File: config.mk
export PLATFORM = sky130hd
export DESIGN_NAME = snoop_order_seq
export DESIGN_NICKNAME = d
export VERILOG_FILES = /design/src/rtl/gos_pkg.sv /design/src/rtl/gos_interval_timer.sv /design/src/rtl/gos_note_fifo.sv /design/src/rtl/gos_rot_picker.sv /design/src/rtl/gos_src_slots.sv /design/src/rtl/snoop_order_seq.sv
export SDC_FILE = /design/constraint.sdc
export NUM_CORES = 2
export LEC_CHECK = 0
export ABC_CLOCK_PERIOD_IN_PS = 13750
export BUFFER_PORTS_ARGS = -buffer_cell sky130_fd_sc_hd__buf_2
export CAP_MARGIN = 20
export CORE_AREA = 2 2 401 403
export CTS_BUF_LIST = sky130_fd_sc_hd__clkbuf_4 sky130_fd_sc_hd__clkbuf_8
export DETAILED_ROUTE_END_ITERATION = 12
export DIE_AREA = 0 0 403 405
export HOLD_SLACK_MARGIN = 0.05
export PLACE_DENSITY = 0.69
export SLEW_MARGIN = 5
export SYNTH_ARGS = -nofsm -noshare
export SYNTH_HDL_FRONTEND = slang
export SYNTH_SLANG_ARGS = --single-unit
File: constraint.sdc
create_clock -name clk -period 13.75 [get_ports clk]
set_clock_uncertainty 0.1 [all_clocks]
set_input_delay 0.6875 -clock clk [delete_from_list [all_inputs] [get_ports clk]]
set_output_delay 0.6875 -clock clk [all_outputs]
set_load 0.005 [all_outputs]
File: src/rtl/gos_pkg.sv
package gos_pkg;
  // Add b to a modulo n, for 0 <= a,b < n.
  function automatic int wrap_add(input int a, input int b, input int n);
    int s;
    s = a + b;
    if (s >= n) s = s - n;
    return s;
  endfunction
endpackage

File: src/rtl/gos_interval_timer.sv
module gos_interval_timer #(
  parameter int INTERVAL_CYC = 16
) (
  input  logic clk,
  input  logic rst_n,
  output logic strobe
);
  localparam int CW = $clog2(INTERVAL_CYC + 1);
  logic [CW-1:0] cnt;

  assign strobe = (cnt == CW'(INTERVAL_CYC - 1));

  always_ff @(posedge clk) begin
    if (!rst_n)      cnt <= '0;
    else if (strobe) cnt <= '0;
    else             cnt <= cnt + 1'b1;
  end

  generate
    if (INTERVAL_CYC > 1) begin : g_gap
      AST_STROBE_GAP: assert property (@(posedge clk) disable iff (!rst_n)
        strobe |=> !strobe);
    end
  endgenerate
endmodule

File: src/rtl/gos_note_fifo.sv
module gos_note_fifo #(
  parameter int W     = 36,
  parameter int DEPTH = 4
) (
  input  logic         clk,
  input  logic         rst_n,
  input  logic         push,
  input  logic [W-1:0] push_data,
  input  logic         pop,
  output logic [W-1:0] head,
  output logic         empty
);
  localparam int PW = (DEPTH > 1) ? $clog2(DEPTH) : 1;
  localparam int CW = $clog2(DEPTH + 1);

  logic [W-1:0]  mem [DEPTH];
  logic [PW-1:0] wr_ptr, rd_ptr;
  logic [CW-1:0] cnt;
  logic          full, do_push, do_pop;

  assign empty   = (cnt == '0);
  assign full    = (cnt == CW'(DEPTH));
  assign do_push = push && !full;
  assign do_pop  = pop && !empty;
  assign head    = mem[rd_ptr];

  always_ff @(posedge clk) begin
    if (!rst_n) begin
      wr_ptr <= '0;
      rd_ptr <= '0;
      cnt    <= '0;
    end else begin
      if (do_push) begin
        mem[wr_ptr] <= push_data;
        wr_ptr <= (wr_ptr == PW'(DEPTH - 1)) ? '0 : wr_ptr + 1'b1;
      end
      if (do_pop)
        rd_ptr <= (rd_ptr == PW'(DEPTH - 1)) ? '0 : rd_ptr + 1'b1;
      if (do_push && !do_pop)      cnt <= cnt + 1'b1;
      else if (do_pop && !do_push) cnt <= cnt - 1'b1;
    end
  end

  AST_NO_OVERFLOW: assert property (@(posedge clk) disable iff (!rst_n)
    push |-> !full);
endmodule

File: src/rtl/gos_rot_picker.sv
module gos_rot_picker #(
  parameter int N     = 36,
  parameter int SRC_W = 6
) (
  input  logic [N-1:0]     mask,
  input  logic [SRC_W-1:0] base,
  output logic             any,
  output logic [SRC_W-1:0] idx
);
  import gos_pkg::*;

  // Scan from lowest rank upward so the highest-ranked hit is written last.
  always_comb begin
    any = 1'b0;
    idx = '0;
    for (int i = N - 1; i >= 0; i--) begin
      int j;
      j = wrap_add(int'(base), i, N);
      if (mask[j]) begin
        any = 1'b1;
        idx = SRC_W'(j);
      end
    end
  end
endmodule

File: src/rtl/gos_src_slots.sv
module gos_src_slots #(
  parameter int N     = 36,
  parameter int SRC_W = 6,
  parameter int PAY_W = 32
) (
  input  logic             clk,
  input  logic             rst_n,
  input  logic             wr_en,
  input  logic [SRC_W-1:0] wr_src,
  input  logic [PAY_W-1:0] wr_data,
  input  logic             clr_en,
  input  logic [SRC_W-1:0] clr_src,
  input  logic [SRC_W-1:0] rd_src,
  output logic [PAY_W-1:0] rd_data,
  output logic [N-1:0]     occ
);
  logic [PAY_W-1:0] pay [N];

  assign rd_data = pay[rd_src];

  always_ff @(posedge clk) begin
    if (!rst_n) begin
      occ <= '0;
    end else begin
      if (clr_en) occ[clr_src] <= 1'b0;
      if (wr_en) begin
        occ[wr_src] <= 1'b1;
        pay[wr_src] <= wr_data;
      end
    end
  end

  AST_NO_CLOBBER: assert property (@(posedge clk) disable iff (!rst_n)
    wr_en |-> !occ[wr_src]);
endmodule

File: src/rtl/snoop_order_seq.sv
module snoop_order_seq #(
  parameter int N_SRC        = 36,
  parameter int PAY_W        = 32,
  parameter int INTERVAL_CYC = 16,
  parameter int NOTE_DEPTH   = 4,
  localparam int SRC_W       = (N_SRC > 1) ? $clog2(N_SRC) : 1
) (
  input  logic             clk,
  input  logic             rst_n,
  input  logic [N_SRC-1:0] ann_vec,
  output logic             ann_strobe,
  input  logic             req_valid,
  output logic             req_ready,
  input  logic [SRC_W-1:0] req_src,
  input  logic [PAY_W-1:0] req_payload,
  output logic             out_valid,
  input  logic             out_ready,
  output logic [SRC_W-1:0] out_src,
  output logic [PAY_W-1:0] out_payload
);
  import gos_pkg::*;

  logic [N_SRC-1:0] head_vec, done, pend, occ;
  logic             fifo_empty, any_pend, retire, out_fire, in_fire;
  logic [SRC_W-1:0] rot_base, sel;

  gos_interval_timer #(.INTERVAL_CYC(INTERVAL_CYC)) u_timer (
    .clk(clk), .rst_n(rst_n), .strobe(ann_strobe));

  gos_note_fifo #(.W(N_SRC), .DEPTH(NOTE_DEPTH)) u_notes (
    .clk(clk), .rst_n(rst_n), .push(ann_strobe), .push_data(ann_vec),
    .pop(retire), .head(head_vec), .empty(fifo_empty));

  assign pend = fifo_empty ? '0 : (head_vec & ~done);

  gos_rot_picker #(.N(N_SRC), .SRC_W(SRC_W)) u_pick (
    .mask(pend), .base(rot_base), .any(any_pend), .idx(sel));

  assign retire    = !fifo_empty && !any_pend;
  assign out_valid = any_pend && occ[sel];
  assign out_src   = sel;
  assign out_fire  = out_valid && out_ready;
  assign req_ready = (int'(req_src) < N_SRC) && !occ[req_src];
  assign in_fire   = req_valid && req_ready;

  gos_src_slots #(.N(N_SRC), .SRC_W(SRC_W), .PAY_W(PAY_W)) u_slots (
    .clk(clk), .rst_n(rst_n),
    .wr_en(in_fire), .wr_src(req_src), .wr_data(req_payload),
    .clr_en(out_fire), .clr_src(sel),
    .rd_src(sel), .rd_data(out_payload), .occ(occ));

  always_ff @(posedge clk) begin
    if (!rst_n) begin
      done     <= '0;
      rot_base <= '0;
    end else if (retire) begin
      done     <= '0;
      rot_base <= SRC_W'(wrap_add(int'(rot_base), 1, N_SRC));
    end else if (out_fire) begin
      done[sel] <= 1'b1;
    end
  end

  AST_OUT_HOLD: assert property (@(posedge clk) disable iff (!rst_n)
    out_valid && !out_ready |=> out_valid && $stable(out_src) && $stable(out_payload));
  AST_NO_REPEAT: assert property (@(posedge clk) disable iff (!rst_n)
    out_fire |=> !(out_valid && out_src == $past(out_src)));
endmodule

# After elaboration in Yosys (flattened, before gate mapping)

Memory sizes are Yosys's and may differ from the RTL's. A register that Yosys moved wholly into a read port is not among the register bits.
Index checks and enable logic that the tools add are counted.

Flip-flop bits (word level): 90
Bits in latches: 0
Memory bits (writable): 1,296
ROM bits: 0
Bits of input ports: 78
Output and inout bits: 41
Logic and storage cells: 434
Memories kept: 2

Add/sub/neg operators: 76
$mul: 0
Div/mod/pow operators: 0
Order comparisons: 77
Eq/ne operators: 4
Shifts and indexed selects: 0
Mux-type cells: 240
Bitwise logic cells: 7
Reductions and logical operators: 21

Memory list:

| name        | words | bits a word | rd ports | clocked after Yosys merged registers in | write ports | line                | text |
|---|---|---|---|---|---|---|---|
| u_slots.pay | 36    | 32          | 1        | 0                                       | 1           | gos_src_slots.sv:17 | `logic [PAY_W-1:0] pay [N];` |
| u_notes.mem | 4     | 36          | 1        | 1                                       | 1           | gos_note_fifo.sv:16 | `logic [W-1:0] mem [DEPTH];` |

Operators by type and width:

| kind                                                                                 | number |
|---|---|
| 32-bit by 8-bit < comparator with 1-bit output, second input constant                | 36 |
| 32-bit 2-to-1 mux                                                                    | 36 |
| 32-bit by 7-bit greater-or-equal comparator with 1-bit output, second input constant | 35 |
| 32-bit by 7-bit subtractor with 32-bit output, second input constant                 | 35 |
| 1-bit binary-select mux with 6-bit select                                            | 38 |
| 6-bit 2-to-1 mux                                                                     | 36 |
| 36-bit 2-to-1 mux                                                                    | 4 |
| 1-bit 2-to-1 mux                                                                     | 118 |
| 6-bit by 5-bit adder with 7-bit output, second input constant                        | 16 |
| 36-bit bitwise AND                                                                   | 2 |
| 36-bit NOT                                                                           | 2 |
| 36-bit bitwise OR                                                                    | 2 |
| 6-bit by 4-bit adder with 7-bit output, second input constant                        | 8 |
| 6-bit by 3-bit adder with 7-bit output, second input constant                        | 4 |
| 6-bit by 6-bit adder with 7-bit output, second input constant                        | 4 |
| 6-bit by 2-bit adder with 7-bit output, second input constant                        | 2 |
| 6-bit by 7-bit < comparator with 1-bit output, second input constant                 | 2 |
| 1-bit demux with 6-bit select                                                        | 2 |
| 6-bit by 1-bit greater-or-equal comparator with 1-bit output, second input constant  | 2 |
| 1-bit logical AND                                                                    | 11 |
| 2-bit 2-to-1 mux                                                                     | 4 |
| 6-bit by 1-bit adder with 7-bit output, second input constant                        | 1 |
| 6-bit by 6-bit subtractor with 7-bit output, second input constant                   | 1 |
| 6-bit greater-or-equal comparator, second input constant                             | 1 |
| 14 further kinds                                                                     | 23 |

# Longest topological paths before layout

Word-level depth: 52
Mapped depth: 36
Gate-level depth less buffers: 25

# By module

A second synthesis with hierarchy kept.

Cell total of the unflattened synthesis: 5,254
Area total of the unflattened synthesis: 70,373.7 um^2

By module, submodules not included:

| module             | instances | cells an instance | area each (um^2) | sequential area each (um^2) |
|---|---|---|---|---|
| gos_src_slots      | 1         | 2,468             | 46,477.1         | 35,313.9 |
| gos_rot_picker     | 1         | 2,192             | 15,170.8         | 0.0 |
| gos_note_fifo      | 1         | 237               | 5,725.5          | 4,504.3 |
| snoop_order_seq    | 1         | 337               | 2,797.7          | 840.8 |
| gos_interval_timer | 1         | 20                | 202.7            | 100.1 |

# Worst setup path after synthesis

Ideal clock, no wire load.

Path kind: flip-flop to output port
From: reg rot_base[1]
To: out out_payload[28]
Data arrival time: 7,803 ps
Required time: 12,962 ps
Path slack: 5,160 ps
Cell stages (with the launch flop): 35
Buffers on the path: 10
Path through: dfxtp_1 > inv_1 > buf_1 > clkbuf_1 > ha_1 > buf_2 > xor2_1 > clkbuf_1 > clkbuf_1 > buf_1 > inv_1 > ha_1 > clkbuf_1 > a21boi_0 > or4_1 > a21oi_1 > nor3_1 > mux2i_1 > mux2i_1 > and3_1 > a211oi_2 > o211ai_1 > or4_1 > nand4bb_1 > a31o_2 > and2_4 > clkinv_4 > buf_6 > buf_4 > buf_2 > mux2_2 > a221oi_1 > o21ai_0 > a32oi_1 > o211ai_1

Word-level cells in the longest chain between the ends: 43
Elaborated cells on any way between the ends: 288
Classes of those cells: add/sub (71); order compare (36); mux (180); memory (1)

Ends and longest elaborated chain:

| what                                                                                                                           | line                  | text |
|---|---|---|
| from (decl)                                                                                                                    | snoop_order_seq.sv:25 | `logic [SRC_W-1:0] rot_base, sel;` |
| from (signal assigned)                                                                                                         | snoop_order_seq.sv:58 | `rot_base <= SRC_W'(wrap_add(int'(rot_base), 1, N_SRC));` |
| 6-bit by 6-bit adder with 7-bit output                                                                                         | gos_pkg.sv:5          | `s = a + b;` |
| 32-bit by 7-bit subtractor with 32-bit output or 32-bit by 7-bit greater-or-equal comparator with 1-bit output (tied branches) | gos_pkg.sv:6          | `if (s >= n) s = s - n;` |
| 32-bit 2-to-1 mux                                                                                                              | gos_pkg.sv:6          |  |
| 1-bit binary-select mux with 6-bit select                                                                                      | gos_rot_picker.sv:19  | `if (mask[j]) begin` |
| 1-bit 2-to-1 mux (not written as such) (2 in series)                                                                           | gos_rot_picker.sv:19  |  |
| 6-bit 2-to-1 mux (35 in series)                                                                                                | gos_rot_picker.sv:19  |  |
| 6-bit 2-to-1 mux *                                                                                                             | gos_rot_picker.sv:19  |  |
| memory 36 x 32 bit *                                                                                                           | n/a                   |  |
| to (decl)                                                                                                                      | snoop_order_seq.sv:19 | `output logic [PAY_W-1:0] out_payload` |

Mark *: on every way between the ends. The rest lies on a longest branch, timed or not. The select of a mux whose other input is x is not followed.

# Worst setup path in the final report

From: reg rot_base[1]
To: out out_payload[27]

Same word-level chain as after synthesis.

==> key figures <==
Timing
  • Final setup violating endpoints: 0
  • Unrepaired setup endpoints after global routing: false
  • Hold Vio Cnt, Final: 0
  • Measured slew at the worst slew-check pin: 1.252 ns
  • Share of the cycle needed by the critical path after routing: between 90 and 100%
  • Upper clock frequency limit: 80.12 MHz
  • Period minus WS final: roughly 12 ns
  • Final-layout setup total negative slack: 0 ns
  • Worst slew margin relative to its limit: between 10% and 20%
  • Max Slew Vio Count: 0

Logic synthesis
  • Number of storage elements in the synthesis netlist: approximately 1,400
  • Basic-gate share of the synthesized area counting and, or, nand and nor cells: a little under an eighth
  • Fraction of the mapped netlist area in adder cells: roughly 1.1%
  • Multiplexer share of the synthesized area: 6.809%
  • Area fraction in compound gates after synthesis: between 15 and 20%
  • Portion of the post-synthesis area used by sequential elements: 58.54%
  • Number of synthesized flops with an enable pin: between 1,000 and 1,500
  • Xor/xnor cell area share of the yosys netlist: ~1.3%
  • Yosys warning total: 0
  • Post-Syn Nets: slightly below 6,000
  • Most used DFF post-synth: edfxtp_1
  • Async SR Flop Fraction: 0%
  • Cells after Synth: ~5,700
  • Post-synthesis instance area: around 70,000 um^2
  • Yosys cell types: between 100 and 150
  • Mean cell area of the mapped netlist: ~12 um^2
  • Combinational family with the most area after synthesis: compound AO/OA/AOI/OAI gates

Global route
  • Antenna violations before repair: 19
  • Global-route wire length before repair: roughly 400,000 um
  • Via count of the first global-routing pass: ~52,000
  • Maximum number of pins on one net before global-route repair: 84
  • Leftover overflow at the end of global routing: 0
  • Total routing resource utilization after global routing: approximately a third

Routing
  • Routed vias: around 55,000
  • Number of remaining DRC errors: 0
  • WL met3: 30,300 um
  • Routed length on met2: around 130,000 um
  • Detailed-route wire length per cell: 34.91 um
  • Total routed wirelength: around 280,000 um
  • Vias per Instance: approximately 6.8
  • Pre-antenna DRT Iters: 9
  • First-iteration detailed-routing DRC count: between 8,000 and 9,000
  • Highest signal layer in the routed design: met5
  • Post-DRT Antenna Nets: 0
  • Met1 Routed Length: roughly 110,000 um

Worst setup path
  • Critical Setup Path Class: flip-flop to output port
  • Slowest cell on crit path: o32ai_2
  • Required time of the worst setup path: 12.96 ns
  • Crit path max-delay family: compound AO/OA/AOI/OAI gates
  • Maximum net fanout on the critical path: slightly above 70
  • CP arrival: roughly 12 ns
  • Biggest cell delay along the critical path: 1.07 ns
  • Crit path capture type: output port
  • Startpoint type of the worst setup path: flip-flop
  • Sum of buffers and inverters on the critical path: 7

Clocking
  • Cts bufs inserted: 209
  • Maximum count of clock buffers along a single path: 3
  • Clock slew at the register clock pins of the worst setup and hold paths: about 0.080 ns
  • Clock sink count: 1,388
  • Root buf cell: clkbuf_8
  • Deepest level of the CTS H-tree: 4
  • CTS tree: built
  • Clock insertion delay at the later pin of the skew report: around 0.96 ns

Die
  • Starting utilization of the core area: ~44%
  • Die H: roughly 410 um
  • Area enclosed by the die boundary: about 160,000 um^2
  • Number of placement rows: between 100 and 150
  • Number of top-level design ports: 119
  • Width of the die: between 400 and 500 um
  • Floorplan Core Area: approximately 160,000 um^2

Pwr
  • Largest voltage drop on the vdd net: about 0.00043 V
  • Power per cell area: about 250 nW/um^2
  • Leak: 0.02585 uW

Min path
  • Worst hold-check path type: primary input to flip-flop

Cells and area
  • Nets: ~6,000
  • Area growth from synthesis to final layout: 11.52%
  • Post-route cell area: between 70,000 and 80,000 um^2
  • Fraction of final layout cells with drive strength greater than 1: 17.81%
  • Reg area: 40,770 um^2
  • Number of filler cells placed in the layout: approximately 14,000
  • Multi-input logic area: 27,230 um^2

Outcome
  • Status: completed

Place
  • Dpl cell area: between 70,000 and 80,000 um^2
  • Final weighted congestion of routability-driven global placement: 1.024
  • HPWL after DPL: ~180,000 um
  • Port Buffers: roughly 120

Flow run
  • # Max-Cap Violations: 0
registers in the layout, summed over array words and instances, names as in the netlist, named ones only:
signal and flops:
u_slots.pay 1152, u_notes.mem 144, done 36, u_slots.occ 36, rot_base 6, u_timer.cnt 5
u_notes.cnt 3, u_notes.rd_ptr 2, u_notes.wr_ptr 2
worst paths after layout:
check | depth (start not counted) | start | slack, ns | to
max | 25 | rot_base[1] | 1.27 | out_payload[27]
min | 1 | req_payload[13] | 0.16 | u_slots.pay[8][13]
max reg2reg | 21 | rot_base[1] | 2.95 | done[11]
min reg2reg | 1 | u_timer.cnt[0] | 0.35 | u_timer.cnt[0]
synth_stat cells (109+ instances only):
master | count | area, um^2
mux2i_1 | 215 | 2152
a21oi_1 | 223 | 1116
nand3_1 | 205 | 1026
mux2_2 | 164 | 1847
nand2_1 | 500 | 1877
nor2_1 | 273 | 1025
o21ai_0 | 231 | 1156
a31oi_1 | 109 | 681.9
a22oi_1 | 202 | 1516
edfxtp_1 | 1296 | 38920
a221oi_1 | 111 | 972.2
clkbuf_1 | 153 | 574.3
buf_2 | 135 | 675.7
cell families (layout without fill, tap and decap cells):
logic type	Yosys count	in the layout
other cells	0	11
mux	414	414
flops	1388	1388
compound gates	1685	1685
simple gates	1576	1576
fa+ha+maj	61	61
buf+inv	452	810
xor+xnor	97	97
final cells by class:
type | instances | share of cell area [%]
inverter | 75 | 0.3884
antenna | 11 | 0.03545
clock buffer | 283 | 4.469
multi-input combinational | 3833 | 35.07
clock inverter | 94 | 0.8315
sequential | 1388 | 52.51
timing repair buffer | 358 | 3.337
tap | 2086 | 3.362
layout by cell type (no fill, tap or decap), types with 31 or more instances in the layout:
cell / Yosys / final
a21o_1: 32 / 32
or2_2: 42 / 42
nand4_1: 66 / 66
a31oi_1: 109 / 109
a221o_1: 34 / 34
a21oi_1: 223 / 223
ha_1: 60 / 59
dfxtp_1: 92 / 84
buf_4: 30 / 190
and2_1: 51 / 51
clkbuf_8: 0 / 215
o211ai_1: 64 / 64
nor4_1: 36 / 33
a211oi_1: 44 / 42
nor2b_1: 49 / 49
and3_1: 55 / 51
inv_1: 59 / 59
edfxtp_1: 1296 / 1296
clkbuf_4: 0 / 69
xnor2_1: 79 / 79
o21ai_0: 231 / 231
nor3_1: 92 / 87
nor2_1: 273 / 229
clkinv_1: 5 / 58
nand2b_1: 61 / 61
dlygate4sd3_1: 0 / 36
a22o_1: 52 / 52
or3_1: 31 / 31
mux2i_1: 215 / 215
o21a_1: 37 / 37
buf_2: 135 / 120
o22ai_1: 88 / 79
a22oi_1: 202 / 202
nor2_4: 0 / 38
nand3_1: 205 / 205
a221oi_1: 111 / 109
nand2_1: 500 / 500
mux2_2: 164 / 164
routing by layer:
metal | GRT usage [%] | vias to the layer above
met5 | 0 | -
met4 | 19.43 | 10
li1 | - | 23078
met2 | 52.58 | 3958
met3 | 6.632 | 783
met1 | 44.45 | 27408
worst reg2reg max path: stages, from the launching register on:
cell,delay [ns]
dfxtp_2,0.69
inv_1,0.41
ha_1,0.43
buf_4,0.25
inv_1,0.59
ha_1,0.45
o2111ai_1,0.27
o21ai_1,0.38
mux2i_1,0.93
mux2i_1,0.32
nor3_1,0.11
o32ai_2,1.07
o21ai_0,0.54
or4b_2,0.81
o41ai_2,0.33
buf_4,0.53
inv_1,0.56
nand2_1,0.22
buf_4,0.40
o41ai_2,0.19
nor3_1,0.87
a32o_1,0.29
stage by stage:
step	total power, uW	util (%)	worst slack [ns]	hold slack [ns]	cells
6_report	19330	48.75	1.268	0.1572	8128
5_1_grt	19950	48.74	1.043	0.1333	8121
4_1_cts	19140	48.70	1.559	0.05827	8114
3_5_place_dp	15800	45.89	2.641	0.3409	7701
3_3_place_gp	15700	45.85	2.646	0.3320	7696
2_1_floorplan	11180	-	5.160	0.3176	5673
report_power, final:
group	leakage (uW)	switching [uW]	total (uW)	internal [uW]
Clock	0.00217	1650	3360	1710
Combinational	0.0113	7810	11300	3490
Sequential	0.0124	19.7	4660	4640
Total	0.0258	9490	19300	9840
timing repair:
action | 4_1_cts | 5_1_grt
hold buffers | 36 | 0
resized for setup | 0 | 0
setup buffers | 0 | 0
endpoints found under the hold margin | 144 | 0
Power figures use the tool's default switching activity.
